===== src/rtl/itx_pkg.sv =====
package itx_pkg;

  // walk-level state of the scheduler
  typedef enum logic [2:0] {
    W_IDLE,
    W_SCAN,
    W_DESC,
    W_DEC,
    W_PAY,
    W_MARK
  } walk_st_t;

  // state of one host-bus burst access
  typedef enum logic [1:0] {
    E_IDLE,
    E_REQ,
    E_CMD,
    E_DATA
  } eng_st_t;

  // end-of-cycle word, paired with the flag bit on the FIFO side
  localparam logic [31:0] CYC_MARKER = 32'hFFFF_0000;

  // descriptor size in words
  localparam int DESC_WORDS = 2;

endpackage


===== src/rtl/itx_ptr_bank.sv =====
module itx_ptr_bank #(
  parameter int NUM_CTX = 4,
  parameter int ADDR_W  = 32,
  localparam int CTX_W  = (NUM_CTX > 1) ? $clog2(NUM_CTX) : 1
) (
  input  logic                           clk,
  input  logic                           rst_n,
  input  logic                           wr_i,
  input  logic [CTX_W-1:0]               idx_i,
  input  logic [ADDR_W-1:0]              data_i,
  output logic [NUM_CTX-1:0][ADDR_W-1:0] ptr_o
);

  for (genvar g = 0; g < NUM_CTX; g++) begin : g_ptr
    logic              wr_en;
    logic [ADDR_W-1:0] ptr_q;

    assign wr_en = wr_i && (idx_i == CTX_W'(g));

    always_ff @(posedge clk or negedge rst_n) begin
      if (!rst_n) begin
        ptr_q <= '0;
      end else if (wr_en) begin
        ptr_q <= data_i;
      end
    end

    assign ptr_o[g] = ptr_q;
  end

endmodule


===== src/rtl/itx_start_pend.sv =====
module itx_start_pend (
  input  logic clk,
  input  logic rst_n,
  input  logic start_i,
  input  logic busy_i,
  input  logic consume_i,
  output logic pend_o
);

  logic pend_q, pend_d;

  always_comb begin
    pend_d = (pend_q || (start_i && busy_i)) && !consume_i;
  end

  always_ff @(posedge clk or negedge rst_n) begin
    if (!rst_n) begin
      pend_q <= 1'b0;
    end else begin
      pend_q <= pend_d;
    end
  end

  assign pend_o = pend_q;

endmodule


===== src/rtl/itx_burst_fetch.sv =====
module itx_burst_fetch
  import itx_pkg::*;
#(
  parameter int ADDR_W = 32,
  parameter int CNT_W  = 16
) (
  input  logic              clk,
  input  logic              rst_n,
  input  logic              go_i,
  input  logic [ADDR_W-1:0] addr_i,
  input  logic [CNT_W-1:0]  nwords_i,
  input  logic              sink_rdy_i,
  output logic              bus_req_o,
  input  logic              bus_gnt_i,
  output logic              rd_cmd_o,
  output logic [ADDR_W-1:0] rd_addr_o,
  output logic [CNT_W-1:0]  rd_len_o,
  input  logic              rd_dvalid_i,
  output logic              rd_dready_o,
  output logic              beat_o,
  output logic [CNT_W-1:0]  beat_idx_o,
  output logic              done_o
);

  eng_st_t           st_q, st_d;
  logic [ADDR_W-1:0] addr_q;
  logic [CNT_W-1:0]  len_q;
  logic [CNT_W-1:0]  cnt_q, cnt_d;
  logic              ld_en, cnt_en, last_beat;

  assign ld_en     = (st_q == E_IDLE) && go_i;
  assign beat_o    = (st_q == E_DATA) && rd_dvalid_i && sink_rdy_i;
  assign last_beat = beat_o && (cnt_q == (len_q - 1'b1));
  assign cnt_en    = ld_en || beat_o;
  assign cnt_d     = ld_en ? '0 : (cnt_q + 1'b1);

  always_comb begin
    st_d = st_q;
    unique case (st_q)
      E_IDLE:  if (go_i)      st_d = E_REQ;
      E_REQ:   if (bus_gnt_i) st_d = E_CMD;
      E_CMD:                  st_d = E_DATA;
      E_DATA:  if (last_beat) st_d = E_IDLE;
      default:                st_d = E_IDLE;
    endcase
  end

  always_ff @(posedge clk or negedge rst_n) begin
    if (!rst_n) begin
      st_q <= E_IDLE;
    end else begin
      st_q <= st_d;
    end
  end

  always_ff @(posedge clk or negedge rst_n) begin
    if (!rst_n) begin
      addr_q <= '0;
      len_q  <= '0;
    end else if (ld_en) begin
      addr_q <= addr_i;
      len_q  <= nwords_i;
    end
  end

  always_ff @(posedge clk or negedge rst_n) begin
    if (!rst_n) begin
      cnt_q <= '0;
    end else if (cnt_en) begin
      cnt_q <= cnt_d;
    end
  end

  assign bus_req_o   = (st_q != E_IDLE);
  assign rd_cmd_o    = (st_q == E_CMD);
  assign rd_addr_o   = addr_q;
  assign rd_len_o    = len_q;
  assign rd_dready_o = (st_q == E_DATA) && sink_rdy_i;
  assign beat_idx_o  = cnt_q;
  assign done_o      = last_beat;

endmodule


===== src/rtl/itx_sched.sv =====
module itx_sched
  import itx_pkg::*;
#(
  parameter int NUM_CTX = 4,
  parameter int ADDR_W  = 32,
  parameter int DATA_W  = 32,
  parameter int LEN_W   = 16,
  localparam int CTX_W  = (NUM_CTX > 1) ? $clog2(NUM_CTX) : 1
) (
  input  logic               clk,
  input  logic               rst_n,
  input  logic               cyc_start_i,
  input  logic [NUM_CTX-1:0] ctx_active_i,
  input  logic               cfg_wr_i,
  input  logic [CTX_W-1:0]   cfg_idx_i,
  input  logic [ADDR_W-1:0]  cfg_ptr_i,
  output logic               bus_req_o,
  input  logic               bus_gnt_i,
  output logic               rd_cmd_o,
  output logic [ADDR_W-1:0]  rd_addr_o,
  output logic [LEN_W-1:0]   rd_len_o,
  input  logic               rd_dvalid_i,
  input  logic [DATA_W-1:0]  rd_data_i,
  output logic               rd_dready_o,
  output logic               fifo_push_o,
  output logic [DATA_W-1:0]  fifo_data_o,
  output logic               fifo_mark_o,
  output logic [CTX_W-1:0]   fifo_ctx_o,
  input  logic               fifo_full_i
);

  localparam logic [CTX_W-1:0] LAST_CTX = CTX_W'(NUM_CTX - 1);

  walk_st_t                     st_q, st_d;
  logic [CTX_W-1:0]             idx_q, idx_d;
  logic [LEN_W-1:0]             blen_q;
  logic [ADDR_W-1:0]            paddr_q;
  logic [NUM_CTX-1:0][ADDR_W-1:0] ptr;
  logic                         pend;
  logic                         last_ctx;
  logic [LEN_W:0]               round_sum;
  logic [LEN_W-1:0]             pay_words;
  logic                         eng_go, eng_beat, eng_done, eng_sink_rdy;
  logic [ADDR_W-1:0]            eng_addr;
  logic [LEN_W-1:0]             eng_len, eng_beat_idx;
  logic                         mark_push, pay_push;
  logic                         cap_len_en, cap_addr_en;

  // pointer registers written by software
  itx_ptr_bank #(
    .NUM_CTX (NUM_CTX),
    .ADDR_W  (ADDR_W)
  ) i_ptr_bank (
    .clk    (clk),
    .rst_n  (rst_n),
    .wr_i   (cfg_wr_i),
    .idx_i  (cfg_idx_i),
    .data_i (cfg_ptr_i),
    .ptr_o  (ptr)
  );

  // one-deep memory of a cycle start seen during a walk
  itx_start_pend i_start_pend (
    .clk       (clk),
    .rst_n     (rst_n),
    .start_i   (cyc_start_i),
    .busy_i    (st_q != W_IDLE),
    .consume_i (mark_push),
    .pend_o    (pend)
  );

  // single burst engine shared by descriptor and payload phases
  itx_burst_fetch #(
    .ADDR_W (ADDR_W),
    .CNT_W  (LEN_W)
  ) i_fetch (
    .clk         (clk),
    .rst_n       (rst_n),
    .go_i        (eng_go),
    .addr_i      (eng_addr),
    .nwords_i    (eng_len),
    .sink_rdy_i  (eng_sink_rdy),
    .bus_req_o   (bus_req_o),
    .bus_gnt_i   (bus_gnt_i),
    .rd_cmd_o    (rd_cmd_o),
    .rd_addr_o   (rd_addr_o),
    .rd_len_o    (rd_len_o),
    .rd_dvalid_i (rd_dvalid_i),
    .rd_dready_o (rd_dready_o),
    .beat_o      (eng_beat),
    .beat_idx_o  (eng_beat_idx),
    .done_o      (eng_done)
  );

  assign last_ctx     = (idx_q == LAST_CTX);
  assign round_sum    = {1'b0, blen_q} + (LEN_W+1)'(3);
  assign pay_words    = {1'b0, round_sum[LEN_W:2]};
  assign eng_sink_rdy = (st_q == W_PAY) ? !fifo_full_i : 1'b1;
  assign pay_push     = (st_q == W_PAY) && eng_beat;
  assign cap_len_en   = (st_q == W_DESC) && eng_beat && (eng_beat_idx == '0);
  assign cap_addr_en  = (st_q == W_DESC) && eng_beat && (eng_beat_idx != '0);

  // walk sequencing
  always_comb begin
    st_d      = st_q;
    idx_d     = idx_q;
    eng_go    = 1'b0;
    eng_addr  = ptr[idx_q];
    eng_len   = LEN_W'(DESC_WORDS);
    mark_push = 1'b0;
    unique case (st_q)
      W_IDLE: begin
        if (cyc_start_i || pend) begin
          st_d  = W_SCAN;
          idx_d = '0;
        end
      end
      W_SCAN: begin
        if (ctx_active_i[idx_q]) begin
          eng_go = 1'b1;
          st_d   = W_DESC;
        end else if (last_ctx) begin
          st_d = W_MARK;
        end else begin
          idx_d = idx_q + 1'b1;
        end
      end
      W_DESC: begin
        if (eng_done) st_d = W_DEC;
      end
      W_DEC: begin
        if (pay_words != '0) begin
          eng_go   = 1'b1;
          eng_addr = paddr_q;
          eng_len  = pay_words;
          st_d     = W_PAY;
        end else if (last_ctx) begin
          st_d = W_MARK;
        end else begin
          idx_d = idx_q + 1'b1;
          st_d  = W_SCAN;
        end
      end
      W_PAY: begin
        if (eng_done) begin
          if (last_ctx) begin
            st_d = W_MARK;
          end else begin
            idx_d = idx_q + 1'b1;
            st_d  = W_SCAN;
          end
        end
      end
      W_MARK: begin
        if (!fifo_full_i) begin
          mark_push = 1'b1;
          idx_d     = '0;
          st_d      = (pend || cyc_start_i) ? W_SCAN : W_IDLE;
        end
      end
      default: st_d = W_IDLE;
    endcase
  end

  always_ff @(posedge clk or negedge rst_n) begin
    if (!rst_n) begin
      st_q  <= W_IDLE;
      idx_q <= '0;
    end else begin
      st_q  <= st_d;
      idx_q <= idx_d;
    end
  end

  // descriptor decode registers
  always_ff @(posedge clk or negedge rst_n) begin
    if (!rst_n) begin
      blen_q <= '0;
    end else if (cap_len_en) begin
      blen_q <= rd_data_i[LEN_W-1:0];
    end
  end

  always_ff @(posedge clk or negedge rst_n) begin
    if (!rst_n) begin
      paddr_q <= '0;
    end else if (cap_addr_en) begin
      paddr_q <= rd_data_i[ADDR_W-1:0];
    end
  end

  assign fifo_push_o = pay_push || mark_push;
  assign fifo_mark_o = mark_push;
  assign fifo_data_o = mark_push ? DATA_W'(CYC_MARKER) : rd_data_i;
  assign fifo_ctx_o  = idx_q;

endmodule


===== config.mk =====
export PLATFORM = sky130hd
export DESIGN_NAME = itx_sched
export DESIGN_NICKNAME = d
export VERILOG_FILES = /design/src/rtl/itx_pkg.sv /design/src/rtl/itx_ptr_bank.sv /design/src/rtl/itx_start_pend.sv /design/src/rtl/itx_burst_fetch.sv /design/src/rtl/itx_sched.sv
export SDC_FILE = /design/constraint.sdc
export NUM_CORES = 1
export LEC_CHECK = 0
export BUFFER_PORTS_ARGS = -buffer_cell sky130_fd_sc_hd__buf_2
export CORE_ASPECT_RATIO = 0.8
export CORE_UTILIZATION = 50
export DETAILED_ROUTE_END_ITERATION = 7
export PLACE_DENSITY = 0.82
export RECOVER_POWER = 25
export SETUP_SLACK_MARGIN = 0.15
export SYNTH_ARGS = -nofsm -noshare
export SYNTH_HDL_FRONTEND = slang
export SYNTH_HIERARCHICAL = 1
export SYNTH_SLANG_ARGS = --single-unit

===== constraint.sdc =====
create_clock -name clk -period 10.49 [get_ports clk]
set_clock_uncertainty 0.1 [all_clocks]
set_input_delay 1.5735 -clock clk [delete_from_list [all_inputs] [get_ports clk]]
set_output_delay 1.5735 -clock clk [all_outputs]
set_load 0.03 [all_outputs]

Word-level counts from Yosys, hierarchy flattened
Cells that the tools add are included.
- bits in latches: 0
- word-level logic and storage cells: 111
- memory bits (read-only): 0
- RAM bits: 0
- memories: 0
- register bits: 248
- mux-type cells: 37
- equal/unequal tests: 23
- shift operators: 0
- order comparisons: 1
- multipliers: 0
- bitwise operators: 0
- reductions and logical operators: 33
- divide/modulo/power cells: 0
- add/sub/neg operators: 4
- operator list (operator ; count):
    two-way mux 32 bit ; 4
    binary-select mux 32 bit (select 2 bit) ; 1
    nonzero test 16 bit ; 2
    two-way mux 15 bit ; 2
    two-way mux 3 bit ; 8
    two-way mux 2 bit ; 9
    case mux 3 bit (6 select lines) ; 1
    adder 16 x 2 -> 17 bit (second input constant) ; 1
    adder 16 x 1 -> 16 bit (second input constant) ; 1
    equality test 16 bit ; 1
    zero test 16 bit ; 1
    two-way mux 16 bit ; 1
    inequality test 2 bit (second input constant) ; 8
    subtractor 16 x 1 -> 16 bit (second input constant) ; 1
    logical AND 1 bit ; 15
    equality test 2 bit (second input constant) ; 5
    case mux 2 bit (5 select lines) ; 1
    case mux 2 bit (4 select lines) ; 1
    two-way mux 1 bit ; 7
    equality test 3 x 2 -> 1 bit (second input constant) ; 2
    equality test 3 bit (second input constant) ; 2
    AND reduction 6 bit ; 1
    AND reduction 5 bit ; 1
    nonzero test 5 bit ; 1
    other kinds (15) ; 21

Logic depth before layout (Yosys ltp)
- depth after elaboration: 6
- gate-level depth with buffers: 17
- depth with buffers taken out: 15

By module
Netlist, hierarchy kept.
- modules (own cells, without submodules) (module ; area an instance (um^2) ; times used ; cells an instance):
    itx_ptr_bank ; 4744.6 ; 1 ; 272
    itx_sched ; 4225.3 ; 1 ; 348
    itx_burst_fetch ; 3235.6 ; 1 ; 276
    itx_start_pend ; 33.8 ; 1 ; 3

Worst setup path before layout
Ideal clock, no wire load.
- path type: input-to-output
- start: input fifo_full_i
- end: output fifo_data_o[22]
- arrival time: 2.710 ns
- stages: 4
- path slack: 6.107 ns
- path buffers: 1
- cells stage by stage: nand2b_1 -> nor2_1 -> clkbuf_1 -> or2_2
- longest elaborated chain between the ends: 3
- ends and longest elaborated chain (what ; RTL line ; RTL):
    start, declared ; itx_sched.sv:29 ; input logic fifo_full_i
    two-way mux 1 bit ; itx_sched.sv:155 ; if (!fifo_full_i) begin
    two-way mux 1 bit ; itx_sched.sv:111 ; unique case (st_q)
    via fifo_mark_o ; itx_sched.sv:27 ; output logic fifo_mark_o,
    two-way mux 32 bit ; itx_sched.sv:194 ; assign fifo_data_o = mark_push ? DATA_W'(CYC_MARKER) : rd_data_i;
    end, declared ; itx_sched.sv:26 ; output logic [DATA_W-1:0] fifo_data_o,
The timed path passes the listed nets, and every way through them passes these cells.

Worst setup path in the final report
- start: input fifo_full_i
- end: output fifo_data_o[16]
- longest elaborated chain between the ends: 3
- ends and longest elaborated chain (what ; RTL line):
    two-way mux 1 bit ; itx_sched.sv:155
    two-way mux 1 bit ; itx_sched.sv:111
    two-way mux 32 bit ; itx_sched.sv:194
No other way between the ends.

==> summary.txt <==
Critical path
  – CP required: 8820 ps
  – Worst Path Arrival: 3030 ps
  – Worst Path Buf+Inv: 2
  – Critical Path Fanout Max: 34
  – Worst-path cell chain: buf_2 > nand2b_1 > nor2_4 > or2_2 > buf_2
  – Most used cell, CP: buf_2
  – CP Launch Type: primary input
  – Crit path capture type: primary output
  – Top delay family on crit path: simple AND/OR/NAND/NOR gates
  – CP max-delay cell: nor2_4
  – Max incr delay on CP: 710 ps
  – Critical path class: primary input to primary output

Status
  – Outcome: finished with violations
  – Failing checks: capacitance limit, slew limit

Clock tree
  – CTS tree: done
  – Clock Tree Buf Depth: 3
  – H-tree depth: 1
  – Clk sinks: 248
  – Setup bufs post-CTS: 0
  – Root Buffer: clkbuf_16
  – Num CTS Buffers: 25
  – Clock latency on the worst-skew pair: 520 ps
  – Post-CTS sizing: 0
  – CTS Hold Bufs: 0
  – Clock-pin slew on the worst setup and hold paths: 60 ps

Yosys
  – Dominant cells by area after synthesis: dfrtp_1 51%, mux2_2 20%, mux4_2 6.1%
  – Number of synthesized flops with an enable pin: 0
  – Number of synthesis warnings: 6
  – Synth top area share: 50.7%
  – Flops & latches, synth: 248
  – Register area share after synthesis: 50.7%
  – Synthesized area per cell: 13.6 µm²
  – Syn Inst Count: 899
  – Post-synth cell types: 59
  – Syn Nets: 984
  – Ys flop type: dfrtp_1
  – Asr flop ratio synth: 100%
  – Post-synth top area cell: dfrtp_1
  – Post-synthesis cell area: 12200 µm²

Timing
  – Final hold vios: 0
  – Max-slew violation count: 66
  – Unrepaired setup endpoints after global routing: no
  – Least-Margin Pin Slew: 2140 ps
  – Final period util: 44.8%
  – Hold Worst Slack: 400 ps
  – Fmax: 0.213 GHz
  – Rel. slew slack: -42.6%
  – Setup TNS: 0 ps
  – Min Tclk post-route: 4700 ps
  – Final-report setup violation count: 0

Die
  – Die W: 177 µm
  – I/O pins: 164
  – Row count: 50
  – Chip height: 142 µm
  – Full die area: 25100 µm²
  – Core area: 23700 µm²
  – Initial Util: 51.6%

Min path
  – Hold Path Class: register to register

Routing
  – DRT iter0 DRCs: 490
  – WL per Instance: 19.6 µm
  – DRC Markers: 0
  – TritonRoute pass-1 iters: 5
  – Post-Route WL: 27.1 mm
  – Via Count: 7806
  – Vias per cell: 5.64
  – Routed Antenna Nets: 0

Global routing
  – Number of global-route vias before repair: 8126
  – GRT Overall Usage: 22.7%
  – First-pass GRT wire length: 44.3 mm
  – GRT overflow: 0
  – Largest net degree at the start of global routing: 110
  – Antenna violations before repair: 4

Power and ir drop
  – Power per cell area: 270 nW/µm²
  – VDD IR max: 0.193 mV
  – Pleak: 6.55 nW
  – Pwr Total: 3.83 mW

Final layout
  – Commonest non-fill, non-tap cells in the layout: 246 x dfrtp_1, 219 x mux2_2, 161 x buf_2, 48 x nor2_1, 33 x mux4_2
  – Fin nets: 1136
  – Share of cells above drive strength 1: 49.9%
  – Commonest non-fill, non-tap cell in the layout: dfrtp_1
  – Fin cells: 1383
  – Synth-to-Final Area Change: 16.0%

Placement
  – Final RePlAce weighted congestion: 0.901
  – Port Buffers: 163
  – Dpl hpwl: 18.0 mm
  – Cell Count Post-Placement: 1336

Job
  – Max Cap Violations: 2
[final timing paths]
check / from / end / depth (start not counted) / slack [ps]
max in group asynchronous: rst_n / i_ptr_bank/g_ptr[1].ptr_q[19] / 3 / 7010
worst min-delay path: i_ptr_bank/g_ptr[2].ptr_q[22] / i_ptr_bank/g_ptr[2].ptr_q[22] / 1 / 400
worst min register to register: i_ptr_bank/g_ptr[2].ptr_q[22] / i_ptr_bank/g_ptr[2].ptr_q[22] / 1 / 400
worst max-delay path: fifo_full_i / fifo_data_o[16] / 5 / 5790
worst max register to register: i_fetch/rd_len_o[0] / fifo_ctx_o[0] / 13 / 6140
min in group asynchronous: rst_n / i_fetch/rd_addr_o[3] / 1 / 1000
[where the power goes]
group | internal [mW] | switching, mW | total, mW
registers | 1.21 | 0.202 | 1.41
logic | 0.716 | 0.724 | 1.44
clock network | 0.611 | 0.368 | 0.979
[per-layer routing]
metal | GRT usage (%) | wire length [µm] | share of wire [%] | vias up
met4 | 4.63 | 552 | 2.0 | 4
met5 | 0 | 27 | 0.10 | -
met2 | 37.6 | 12900 | 47 | 274
li1 | - | - | - | 3556
met3 | 4.70 | 1770 | 6.5 | 37
met1 | 31.1 | 11900 | 44 | 3935
[Yosys cell counts (2+ instances only)]
master / instances
a32oi_1: 2
or3_1: 4
ha_1: 8
nand2_1: 30
a21oi_1: 12
buf_2: 14
nand3b_1: 3
o21ai_0: 14
nor3_2: 2
mux2_4: 32
dfrtp_1: 248
and2_1: 3
nor3_1: 13
a31oi_1: 4
mux2_2: 219
nor2_1: 49
buf_12: 3
or2_2: 16
or3_2: 2
mux2i_1: 6
xor2_1: 25
or3b_1: 2
buf_4: 3
clkbuf_1: 23
inv_1: 12
nor2b_1: 18
nand4_1: 11
buf_6: 2
mux4_2: 33
xnor2_1: 24
and3_1: 5
nor4_1: 10
nand3_1: 11
mux2_1: 4
o211ai_1: 3
nand2b_1: 6
[kinds of logic (layout without fill, tap and decap cells)]
logic type,Yosys count,after routing,synth area share (%)
buffers and inverters,59,229,2.57
xor gates and xnor gates,49,49,3.51
and+or+nand+nor,195,195,8.86
adders and majority gates,8,8,0.818
muxes,294,294,31.0
DFF,248,248,50.7
AOI/OAI and AO/OA,45,45,2.50
other,1,3,0.0306
[final cells by class]
cell class	count	area, µm²
Clock inverter	8	144
Clock buffer	37	781
Multi-Input combinational cell	592	5740
Timing Repair Buffer	171	877
Inverter	13	48.8
Sequential cell	248	6210
Antenna cell	2	5.00
Fill cell	1828	9510
Tap cell	312	390
[per-stage QoR]
step | area (µm²) | worst slack, ps | utilization [%]
floorplan | 12200 | 6110 | -
global placement | 13300 | 5790 | 56.0
detailed placement | 13300 | 5750 | 56.0
CTS | 14200 | 5750 | 59.9
global route | 14200 | 5690 | 59.9
finish | 14200 | 5790 | 59.9
[state kept, by name, indices dropped and copies added, names as in the netlist]
name / cells
i_fetch/beat_idx_o: 16
fifo_ctx_o: 2
i_ptr_bank/g_ptr.ptr_q: 128
i_fetch/st_q: 2
i_start_pend/pend_o: 1
i_fetch/rd_addr_o: 32
blen_q: 16
paddr_q: 32
i_fetch/rd_len_o: 16
st_q: 3
No activity file was read; power rests on OpenSTA's default activity.
